$ cat config.mk
export PLATFORM = sky130hd
export DESIGN_NAME = synth_div_cfg
export DESIGN_NICKNAME = d
export VERILOG_FILES = /design/src/rtl/synth_cfg_pkg.sv /design/src/rtl/synth_cfg_sync.sv /design/src/rtl/synth_cfg_strobe.sv /design/src/rtl/synth_cfg_core.sv /design/src/rtl/synth_div_cfg.sv
export SDC_FILE = /design/constraint.sdc
export NUM_CORES = 1
export LEC_CHECK = 0
export ABC_AREA = 1
export BUFFER_PORTS_ARGS = -buffer_cell sky130_fd_sc_hd__buf_2
export CAP_MARGIN = 20
export CORE_MARGIN = 1
export CORE_UTILIZATION = 40
export CTS_BUF_LIST = sky130_fd_sc_hd__clkbuf_16
export DETAILED_ROUTE_END_ITERATION = 16
export GPL_TIMING_DRIVEN = 1
export PLACE_DENSITY = 0.63
export SYNTH_ARGS = -nofsm -noshare
export SYNTH_HDL_FRONTEND = slang
export SYNTH_SLANG_ARGS = --single-unit
$ cat constraint.sdc
create_clock -name clk -period 3.5 [get_ports clk]
set_clock_uncertainty 0.2 [all_clocks]
set_input_delay 0.7 -clock clk [delete_from_list [all_inputs] [get_ports clk]]
set_output_delay 0.7 -clock clk [all_outputs]
set_load 0.05 [all_outputs]
$ cat src/rtl/synth_cfg_pkg.sv
package synth_cfg_pkg;
  // strobes from the control logic to the register datapath
  typedef struct packed {
    logic parMode;   // parallel mode: pins are transparent
    logic parLatch;  // rising edge of the parallel strobe
    logic serShift;  // rising serial clock in serial mode
    logic serXfer;   // rising serial load in serial mode
    logic serPass;   // serial clock while serial load stays high
  } cfgStrobe_t;
endpackage

$ cat src/rtl/synth_cfg_sync.sv
module synth_cfg_sync #(
  parameter int WIDTH  = 16,
  parameter int STAGES = 2
) (
  input  logic             clk,
  input  logic             rst_n,
  input  logic [WIDTH-1:0] rawIn,
  output logic [WIDTH-1:0] syncOut,
  output logic [WIDTH-1:0] prevOut
);
  // STAGES flops form the synchronizer, one more holds the previous value
  logic [STAGES:0][WIDTH-1:0] pipe;

  always_ff @(posedge clk or negedge rst_n) begin
    if (!rst_n) pipe <= '0;
    else        pipe <= {pipe[STAGES-1:0], rawIn};
  end

  assign syncOut = pipe[STAGES-1];
  assign prevOut = pipe[STAGES];
endmodule

$ cat src/rtl/synth_cfg_strobe.sv
module synth_cfg_strobe
  import synth_cfg_pkg::*;
(
  input  logic       syncPl,
  input  logic       prevPl,
  input  logic       syncCk,
  input  logic       prevCk,
  input  logic       syncLd,
  input  logic       prevLd,
  output cfgStrobe_t strobe
);
  logic plRise, ckRise, ldRise, serMode;

  always_comb begin
    plRise  = syncPl & ~prevPl;
    ckRise  = syncCk & ~prevCk;
    ldRise  = syncLd & ~prevLd;
    serMode = syncPl & ~plRise;
    strobe.parMode  = ~syncPl;
    strobe.parLatch = plRise;
    strobe.serXfer  = serMode & ldRise;
    strobe.serShift = serMode & ckRise;
    strobe.serPass  = serMode & ckRise & syncLd & ~ldRise;
  end
endmodule

$ cat src/rtl/synth_cfg_core.sv
module synth_cfg_core
  import synth_cfg_pkg::*;
#(
  parameter int M_WIDTH = 9,
  parameter int N_WIDTH = 2
) (
  input  logic                         clk,
  input  logic                         rst_n,
  input  cfgStrobe_t                   strobe,
  input  logic                         mrSync,
  input  logic                         serDataSync,
  input  logic [M_WIDTH-1:0]           pinM,
  input  logic [N_WIDTH-1:0]           pinN,
  output logic [M_WIDTH-1:0]           mReg,
  output logic [N_WIDTH-1:0]           nReg,
  output logic [1:0]                   tReg,
  output logic [M_WIDTH+N_WIDTH+2:0]   shiftQ,
  output logic                         mPulse,
  output logic                         testOut,
  output logic                         fOut,
  output logic                         fOutN
);
  localparam int FRAME   = M_WIDTH + N_WIDTH + 3;
  localparam int OUT_CW  = 1 << N_WIDTH;

  logic [FRAME-1:0]   shiftNext, loadSrc;
  logic [OUT_CW-1:0]  outCnt;
  logic [M_WIDTH-1:0] mCnt;
  logic               mWrap;

  assign shiftNext = {shiftQ[FRAME-2:0], serDataSync};
  assign loadSrc   = strobe.serXfer ? shiftQ : shiftNext;

  // configuration and shift registers
  always_ff @(posedge clk or negedge rst_n) begin
    if (!rst_n) begin
      mReg   <= '0;
      nReg   <= '0;
      tReg   <= '0;
      shiftQ <= '0;
    end else if (strobe.parMode || strobe.parLatch) begin
      mReg <= pinM;
      nReg <= pinN;
    end else begin
      if (strobe.serShift) shiftQ <= shiftNext;
      if (strobe.serXfer || strobe.serPass) begin
        tReg <= loadSrc[FRAME-1:FRAME-2];
        nReg <= loadSrc[M_WIDTH+N_WIDTH-1:M_WIDTH];
        mReg <= loadSrc[M_WIDTH-1:0];
      end
    end
  end

  // behavioural divider counters feeding the test select
  assign mWrap = ({1'b0, mCnt} + 1'b1) >= {1'b0, mReg};

  always_ff @(posedge clk or negedge rst_n) begin
    if (!rst_n) begin
      outCnt <= '0;
      mCnt   <= '0;
      mPulse <= 1'b0;
    end else if (mrSync) begin
      outCnt <= '0;
      mCnt   <= '0;
      mPulse <= 1'b0;
    end else begin
      outCnt <= outCnt + 1'b1;
      mCnt   <= mWrap ? '0 : mCnt + 1'b1;
      mPulse <= mWrap;
    end
  end

  assign fOut  = outCnt[nReg];
  assign fOutN = ~fOut;

  always_comb begin
    if (strobe.parMode) testOut = 1'b0;
    else begin
      unique case (tReg)
        2'd0:    testOut = 1'b0;
        2'd1:    testOut = serDataSync;
        2'd2:    testOut = mPulse;
        default: testOut = fOut;
      endcase
    end
  end
endmodule

$ cat src/rtl/synth_div_cfg.sv
module synth_div_cfg
  import synth_cfg_pkg::*;
#(
  parameter int M_WIDTH     = 9,
  parameter int N_WIDTH     = 2,
  parameter int SYNC_STAGES = 2
) (
  input  logic               clk,
  input  logic               rst_n,
  input  logic               masterRst,
  input  logic               parLoadN,
  input  logic [M_WIDTH-1:0] mPins,
  input  logic [N_WIDTH-1:0] nPins,
  input  logic               serClk,
  input  logic               serData,
  input  logic               serLoad,
  output logic [M_WIDTH-1:0] mDiv,
  output logic [N_WIDTH-1:0] nCode,
  output logic [1:0]         testSel,
  output logic               testOut,
  output logic               fOut,
  output logic               fOutN
);
  localparam int RAW_W = M_WIDTH + N_WIDTH + 5;
  localparam int FRAME = M_WIDTH + N_WIDTH + 3;

  logic [RAW_W-1:0] rawVec, syncVec, prevVec;
  logic [FRAME-1:0] shiftQ;
  cfgStrobe_t       strobe;
  logic             mrSync, serDataSync, mPulse;

  assign rawVec = {masterRst, parLoadN, serClk, serData, serLoad, nPins, mPins};

  synth_cfg_sync #(.WIDTH(RAW_W), .STAGES(SYNC_STAGES)) u_sync (
    .clk(clk), .rst_n(rst_n), .rawIn(rawVec), .syncOut(syncVec), .prevOut(prevVec)
  );

  synth_cfg_strobe u_strobe (
    .syncPl(syncVec[RAW_W-2]), .prevPl(prevVec[RAW_W-2]),
    .syncCk(syncVec[RAW_W-3]), .prevCk(prevVec[RAW_W-3]),
    .syncLd(syncVec[RAW_W-5]), .prevLd(prevVec[RAW_W-5]),
    .strobe(strobe)
  );

  assign mrSync      = syncVec[RAW_W-1];
  assign serDataSync = syncVec[RAW_W-4];

  synth_cfg_core #(.M_WIDTH(M_WIDTH), .N_WIDTH(N_WIDTH)) u_core (
    .clk(clk), .rst_n(rst_n), .strobe(strobe), .mrSync(mrSync),
    .serDataSync(serDataSync),
    .pinM(syncVec[M_WIDTH-1:0]), .pinN(syncVec[M_WIDTH+N_WIDTH-1:M_WIDTH]),
    .mReg(mDiv), .nReg(nCode), .tReg(testSel), .shiftQ(shiftQ),
    .mPulse(mPulse), .testOut(testOut), .fOut(fOut), .fOutN(fOutN)
  );
endmodule

==> results of run 1 <==
==> how the worst max path moves through the flow <==
| stage | depth (start not counted) | startpoint | endpoint |
|---|---|---|---|
| final | 7 | u_core.nReg[0]$_DFFE_PN0P_ | testOut |
| after global routing | 16 | u_core.mCnt[0]$_DFF_PN0_ | u_core.mCnt[5]$_DFF_PN0_ |
| after CTS | 7 | u_core.nReg[0]$_DFFE_PN0P_ | testOut |
| after detailed placement | 16 | u_core.mCnt[0]$_DFF_PN0_ | u_core.mCnt[7]$_DFF_PN0_ |
| after global placement | 16 | u_core.mCnt[0]$_DFF_PN0_ | u_core.mCnt[8]$_DFF_PN0_ |
| after floorplan | 3 | u_core.nReg[0]$_DFFE_PN0P_ | fOut |
==> power breakdown <==
group / switching (W) / internal, W
clock: 0.000354 / 0.000555
sequential: 0.0000418 / 0.000937
combinational: 0.000173 / 0.0000697
==> synthesized netlist by cell type <==
master,number,share of area [%]
a21oi_1,7,1.1
buf_2,1,0.16
buf_4,1,0.24
buf_6,2,0.72
clkbuf_1,4,0.48
dfrtp_1,76,61
ha_1,11,4.4
inv_1,40,4.8
nand2_1,96,12
nand2_2,3,0.60
nand2_4,1,0.36
nand3_1,16,2.6
nand4_1,1,0.20
nand4_2,1,0.40
nor2_1,26,3.1
nor2_2,2,0.40
nor3_2,1,0.32
o211ai_1,1,0.24
o21ai_0,27,4.3
o21bai_1,1,0.24
o31ai_1,1,0.24
or2_2,1,0.20
xnor2_1,3,0.84
xor2_1,5,1.4
==> area by class of cell <==
cell class	count	area share, %
Inverter	40	4.09
Tap cell	99	3.38
Clock inverter	7	1.98
Multi-Input combinational cell	204	27.8
Sequential cell	76	51.8
Timing Repair Buffer	34	4.77
Clock buffer	9	6.14
==> cell families (layout without fill, tap and decap cells) <==
kind of cell / after synthesis / in the layout
AO/OA/AOI/OAI: 37 / 37
AND/OR/NAND/NOR: 148 / 148
adder cells (fa/ha/maj): 11 / 11
XOR/XNOR: 8 / 8
flip-flops: 76 / 76
buffers and inverters: 48 / 90
==> stage by stage <==
step	cells	utilization (%)	cell area, sq um
after global routing	469	49.5	3670
after detailed placement	453	45.5	3370
after CTS	469	49.5	3670
final	469	49.5	3670
after floorplan	328	-	3120
after global placement	453	45.5	3370
==> layer usage <==
metal	track usage [%]	vias up	routed length (um)	part of all wire (%)
met3	4.12	7	163	3.0
met4	7.12	0	83	1.5
met2	23.3	28	2490	46
li1	-	1098	-	-
met1	19.2	1005	2640	49
met5	0	-	0	0
==> placed cells by master (no fill, tap or decap), types with 2 or more instances in the layout <==
master,n
inv_1,40
ha_1,11
xnor2_1,3
nor2_2,2
buf_4,2
clkbuf_16,9
xor2_1,5
a21oi_1,7
nor2_1,26
dfrtp_1,76
clkinv_1,2
inv_6,3
buf_2,32
o21ai_0,27
nand2_2,3
nand3_1,16
nand2_1,96
==> flip-flops by register name, indices dropped and copies added (netlist names), 2 cells and up <==
name            cells
u_core.nReg         2
u_core.mReg         9
u_sync.pipe        16
u_core.tReg         2
u_core.mCnt         9
u_core.shiftQ      14
u_sync.prevOut      3
u_core.outCnt       4
u_sync.syncOut     16
==> worst max-delay path, cell delays in order (launching register included) <==
cell and delay (ps):
dfrtp_1 450, nand2_1 100, inv_1 50, o31ai_2 290, nand2_1 80, nand2_1 60, nor2_1 30, buf_2 200
==> qor.csv, run 1 <==
stage;metric;value;unit
setup_path;critPathArrivalTime;1580;ps
setup_path;crit_fanout;6;
floorplan;ios;34;
floorplan;start_util;42.1;%
final_layout;final_net_count;394;
placed_design;dp_slack;1140;ps
grt;grt_max_degree;77;
clock_tree;cts_tree;built;
clock_tree;cts_hold_buffers;0;
synth;synthAdderAreaFrac;4.41;%
final_layout;multi_input_area;1020;sq um
drt;drt_iter0_markers;115;
clock_tree;cts_htree_levels;3;
sta;slew_violations;0;
floorplan;dieArea;8150;sq um
drt;vias;2138;
synth;postSynthAreaPerCell;9.51;sq um
final_layout;drive_gt1_share;15.7;%
final_layout;synthToLayoutAreaGrowth;17.7;%
synth;synthXorXnorAreaFrac;2.25;%
grt;grt_pass1_vias;2080;
final_layout;num_antenna_cells;0;
clock_tree;clock_path_buffers;2;
sta;finalCritPeriodShare;70.8;%
drt;dr.pass1.iters;4;
clock_tree;cts_setup_buffers;0;
placed_design;port-buffer-count;33;
floorplan;die_y;90.3;um
sta;worst_pin_slew;909;ps
setup_path;r2r-end;u_core.mCnt[0]$_DFF_PN0_;
power;p_per_area;581;nW/um^2
setup_path;cp-end-kind;output port;
placed_design;post-dp-hpwl;3650;um
sta;setup_viol;0;
drt;vias_per_cell;4.56;
synth;synthMuxAreaShare;0;%
synth;synth_area;3120;sq um
setup_path;rr_startpoint;u_core.mCnt[0]$_DFF_PN0_;
synth;yosysWarnings;0;
setup_path;reg2reg_depth;16;
drt;antenna_left;0;
floorplan;fp-row-count;31;
synth;syn-num-nets;357;
worst_hold_path;min_from;u_sync.pipe[4]$_DFF_PN0_;
clock_tree;cts.clk_slew.worst_paths;60;ps
job;cap_viol_max_count;0;
setup_path;required;2600;ps
floorplan;die-width;90.3;um
setup_path;r2r_slack;1110;ps
grt;grt_pass1_wl;9490;um
sta;hold_viol_final;0;
sta;period_needed;2480;ps
synth;synthCells;328;
outcome;outcome;finished clean;
sta;timing.fmax;404;MHz
synth;synth_compound_area_share;6.18;%
final_layout;seq_area;1900;sq um
synth;yosys.area_share.simple;19.7;%
grt;grt_overflow;0;
synth;yosysSeqAreaShare;61.0;%
drt;wl_per_cell;11.5;um
setup_path;critPathKind;flip-flop to output port;
setup_path;start_kind;flip-flop;
clock_tree;worstSkewPairLatency;330;ps
worst_hold_path;hold_depth;0;
power;p_total;0.00213;W
power;ir_drop;0.000294;V
worst_hold_path;hold_class;flip-flop to flip-flop;
sta;hold_ws;149;ps
synth;synth_top_family_by_area;simple AND/OR/NAND/NOR gates;
power;p_leak;1.85;nW
grt;grt_util_all_layers;14.9;%
sta;tns;0;ps
sta;postLayoutSetupSlackWorst;1020;ps
sta;slew-limit-headroom;39.4;%
drt;postRouteWirelength;5380;um
sta;rsz0062_at_grt;false;
worst_hold_path;min_to;u_sync.syncOut[4]$_DFF_PN0_;
clock_tree;numCtsBuffers;9;
clock_tree;clock-sinks;76;
clock_tree;cts_root_buf;clkbuf_16;
synth;yosysUniqueCellTypes;24;
final_layout;fillers;663;
synth;ys_ff_latch;76;
clock_tree;cts_resized;0;
grt;antenna_found_initial;0;
drt;drc_errors;0;
placed_design;routabilityCongestion;0.733;
floorplan;core-area;7410;sq um
Power figures use the tool's default switching activity.
==> run 2, diff against run 1 <==
Clock period 3.5 ns to 2.4 ns, I/O delays scaled along.
==> run 2 against run 1 <==
  * Worst setup slack got worse by 890 ps
  * Utilization rose by 2.3 points
  * Combinational power rose by 56%
  * Largest cell class unchanged
  * Highest routed layer unchanged
==> qor.csv, run 2 (same netlist as run 1, synthesis figures left out) <==
stage;metric;value;unit;change
final_layout;final_cells;477;;+1.7%
grt;grt_max_degree;41;;-47%
grt;grt_pass1_wl;9590;um;+1.0%
floorplan;start_util;42.1;%;unchanged
sta;period_needed;2270;ps;
setup_path;critPathArrivalTime;1590;ps;about the same
sta;slew_violations;0;;unchanged
clock_tree;cts_tree;built;;
sta;tns;0;ps;unchanged
placed_design;port-buffer-count;33;;unchanged
clock_tree;clock_path_buffers;2;;unchanged
power;p_leak;1.91;nW;+3.6%
sta;setup_viol;0;;unchanged
drt;antenna_left;0;;unchanged
setup_path;crit_path_cell_trace;o211ai_1 -> o31ai_4 -> nand2_1 -> nand2_1 -> nor2_2 -> clkbuf_4;;
placed_design;routabilityCongestion;0.770;;+5.0%
drt;vias;2206;;+3.2%
power;p_sw;0.000855;W;+50%
power;swShare;26.3;%;-0.42 points
sta;hold_ws;49.2;ps;-99.5 ps
placed_design;dp_cells;455;;+0.44%
power;clkPwrFrac;44.4;%;+1.8 points
clock_tree;cts_root_buf;clkbuf_16;;
power;p_seq_share;44.0;%;-1.9 points
clock_tree;worstSkewPairLatency;340;ps;about the same
final_layout;drive_gt1_share;20.9;%;+5.2 points
grt;grt_overflow;0;;unchanged
floorplan;dieArea;8150;sq um;unchanged
drt;postRouteWirelength;5690;um;+5.8%
setup_path;cp_common_cell;nand2_1;;
setup_path;cp_top_family;flip-flops;;
floorplan;ios;34;;unchanged
final_layout;seq_area;1900;sq um;unchanged
grt;grt_util_all_layers;15.4;%;+0.47 points
clock_tree;numCtsBuffers;9;;unchanged
outcome;outcome;finished clean;;
power;comb_power_share;11.7;%;+0.3 points
final_layout;final_net_count;402;;+2.0%
sta;hold_viol_final;0;;unchanged
setup_path;cp-end-kind;output port;;
sta;finalCritPeriodShare;94.6;%;
power;ir_drop;0.000516;V;+75%
drt;drt_iter0_markers;89;;-23%
final_layout;multi_input_area;1100;sq um;+7.4%
floorplan;die_y;90.3;um;unchanged
grt;grt_pass1_vias;2059;;-1.0%
sta;slew-limit-headroom;69.5;%;+30 points
power;power.internal;0.00240;W;+54%
drt;drc_errors;0;;unchanged
clock_tree;cts.clk_slew.worst_paths;60;ps;about the same
final_layout;synthToLayoutAreaGrowth;23.2;%;
floorplan;fp-row-count;31;;unchanged
power;p_per_area;847;nW/um^2;+46%
setup_path;r2r_slack;150;ps;-960 ps
sta;timing.fmax;441;MHz;
placed_design;dp_slack;76.5;ps;-1060 ps
setup_path;slowest_stage;dfrtp_1;;
grt;antenna_found_initial;0;;unchanged
setup_path;critPathKind;flip-flop to output port;;
floorplan;die-width;90.3;um;unchanged
setup_path;worst_path_largest_cell_delay;450;ps;about the same
setup_path;crit_fanout;6;;unchanged
clock_tree;clock-sinks;76;;unchanged
clock_tree;cts_htree_levels;3;;unchanged
setup_path;start_kind;flip-flop;;
worst_hold_path;hold_class;input port to flip-flop;;
setup_path;path_buf_inv;1;;-1
final_layout;layout_commonest_cell;nand2_1;;
sta;worst_pin_slew;457;ps;-452 ps
setup_path;required;1720;ps;-880 ps
floorplan;core-area;7410;sq um;unchanged
final_layout;num_antenna_cells;0;;unchanged
placed_design;post-dp-hpwl;3870;um;+6.0%
final_layout;final_cell_mix;nand2_1, dfrtp_1, inv_1;;
final_layout;fillers;683;;+3.0%
drt;wl_per_cell;11.9;um;+4.1%
job;cap_viol_max_count;0;;unchanged
drt;dr.pass1.iters;4;;unchanged
sta;postLayoutSetupSlackWorst;130;ps;-893 ps
drt;vias_per_cell;4.62;;+1.5%
==> run 2: what timing repair did <==
| item | CTS | global route |
|---|---|---|
| endpoints found under the hold margin | 36 | 0 |
| buffers inserted | 0 | 4 |
| endpoints found under the setup margin | 0 | 11 |
| hold buffers | 1 | 0 |
| resized for setup | 0 | 15 |
==> run 2: path summary, 6_finish.rpt <==
kind / from / to / depth (start not counted)
min reg2reg: u_sync.pipe[10]$_DFF_PN0_ / u_sync.syncOut[10]$_DFF_PN0_ / 0
max in group asynchronous: rst_n / u_core.outCnt[2]$_DFF_PN0_ / 3
max reg2reg: u_core.mCnt[0]$_DFF_PN0_ / u_core.mCnt[3]$_DFF_PN0_ / 16
max: u_core.nReg[0]$_DFFE_PN0P_ / testOut / 6
min in group asynchronous: rst_n / u_sync.pipe[13]$_DFF_PN0_ / 2
min: mPins[3] / u_sync.pipe[3]$_DFF_PN0_ / 1
==> run 2: layout make-up <==
class	count	area share, %
inverter	40	3.91
clock buffer	9	5.86
clock inverter	7	2.57
multi-input combinational	205	28.5
timing repair buffer	41	6.38
tap	99	3.22
sequential	76	49.5
==> run 2: worst register-to-register path, cell delays in order (launching register included) <==
cell	delay, ps
dfrtp_1	400
ha_2	210
nand2_2	80
nor2_2	110
nand2_1	70
xor2_1	130
inv_1	100
ha_4	280
nand2_2	40
nor2_1	80
nand2_1	50
nand2_1	50
nand3_1	70
nand2_2	80
inv_2	50
nand2_2	90
nor2_1	50
==> run 2: metrics by stage <==
step / area [sq um] / power, W / utilization (%)
detailed placement: 3410 / 0.00182 / 46.0
finish: 3840 / 0.00325 / 51.8
global placement: 3410 / 0.00181 / 46.0
CTS: 3740 / 0.00328 / 50.5
floorplan: 3130 / 0.00170 / -
global route: 3840 / 0.00341 / 51.8
==> run 2: layer usage <==
layer	routed length (um)	vias to the layer above	GRT usage [%]
met4	160	0	7.80
met2	2670	46	22.7
li1	-	1113	-
met3	254	15	5.05
met1	2610	1032	20.2
met5	0	-	0
==> run 2: power groups by stage <==
| stage | combinational, W | sequential (W) | clock (W) |
|---|---|---|---|
| 3_3_place_gp | 0.000363 | 0.00145 | 0 |
| 4_1_cts | 0.000372 | 0.00143 | 0.00148 |
| 2_1_floorplan | 0.000183 | 0.00152 | 0 |
| 5_1_grt | 0.000429 | 0.00144 | 0.00154 |
| 3_5_place_dp | 0.000368 | 0.00145 | 0 |
| 6_report | 0.000379 | 0.00143 | 0.00144 |
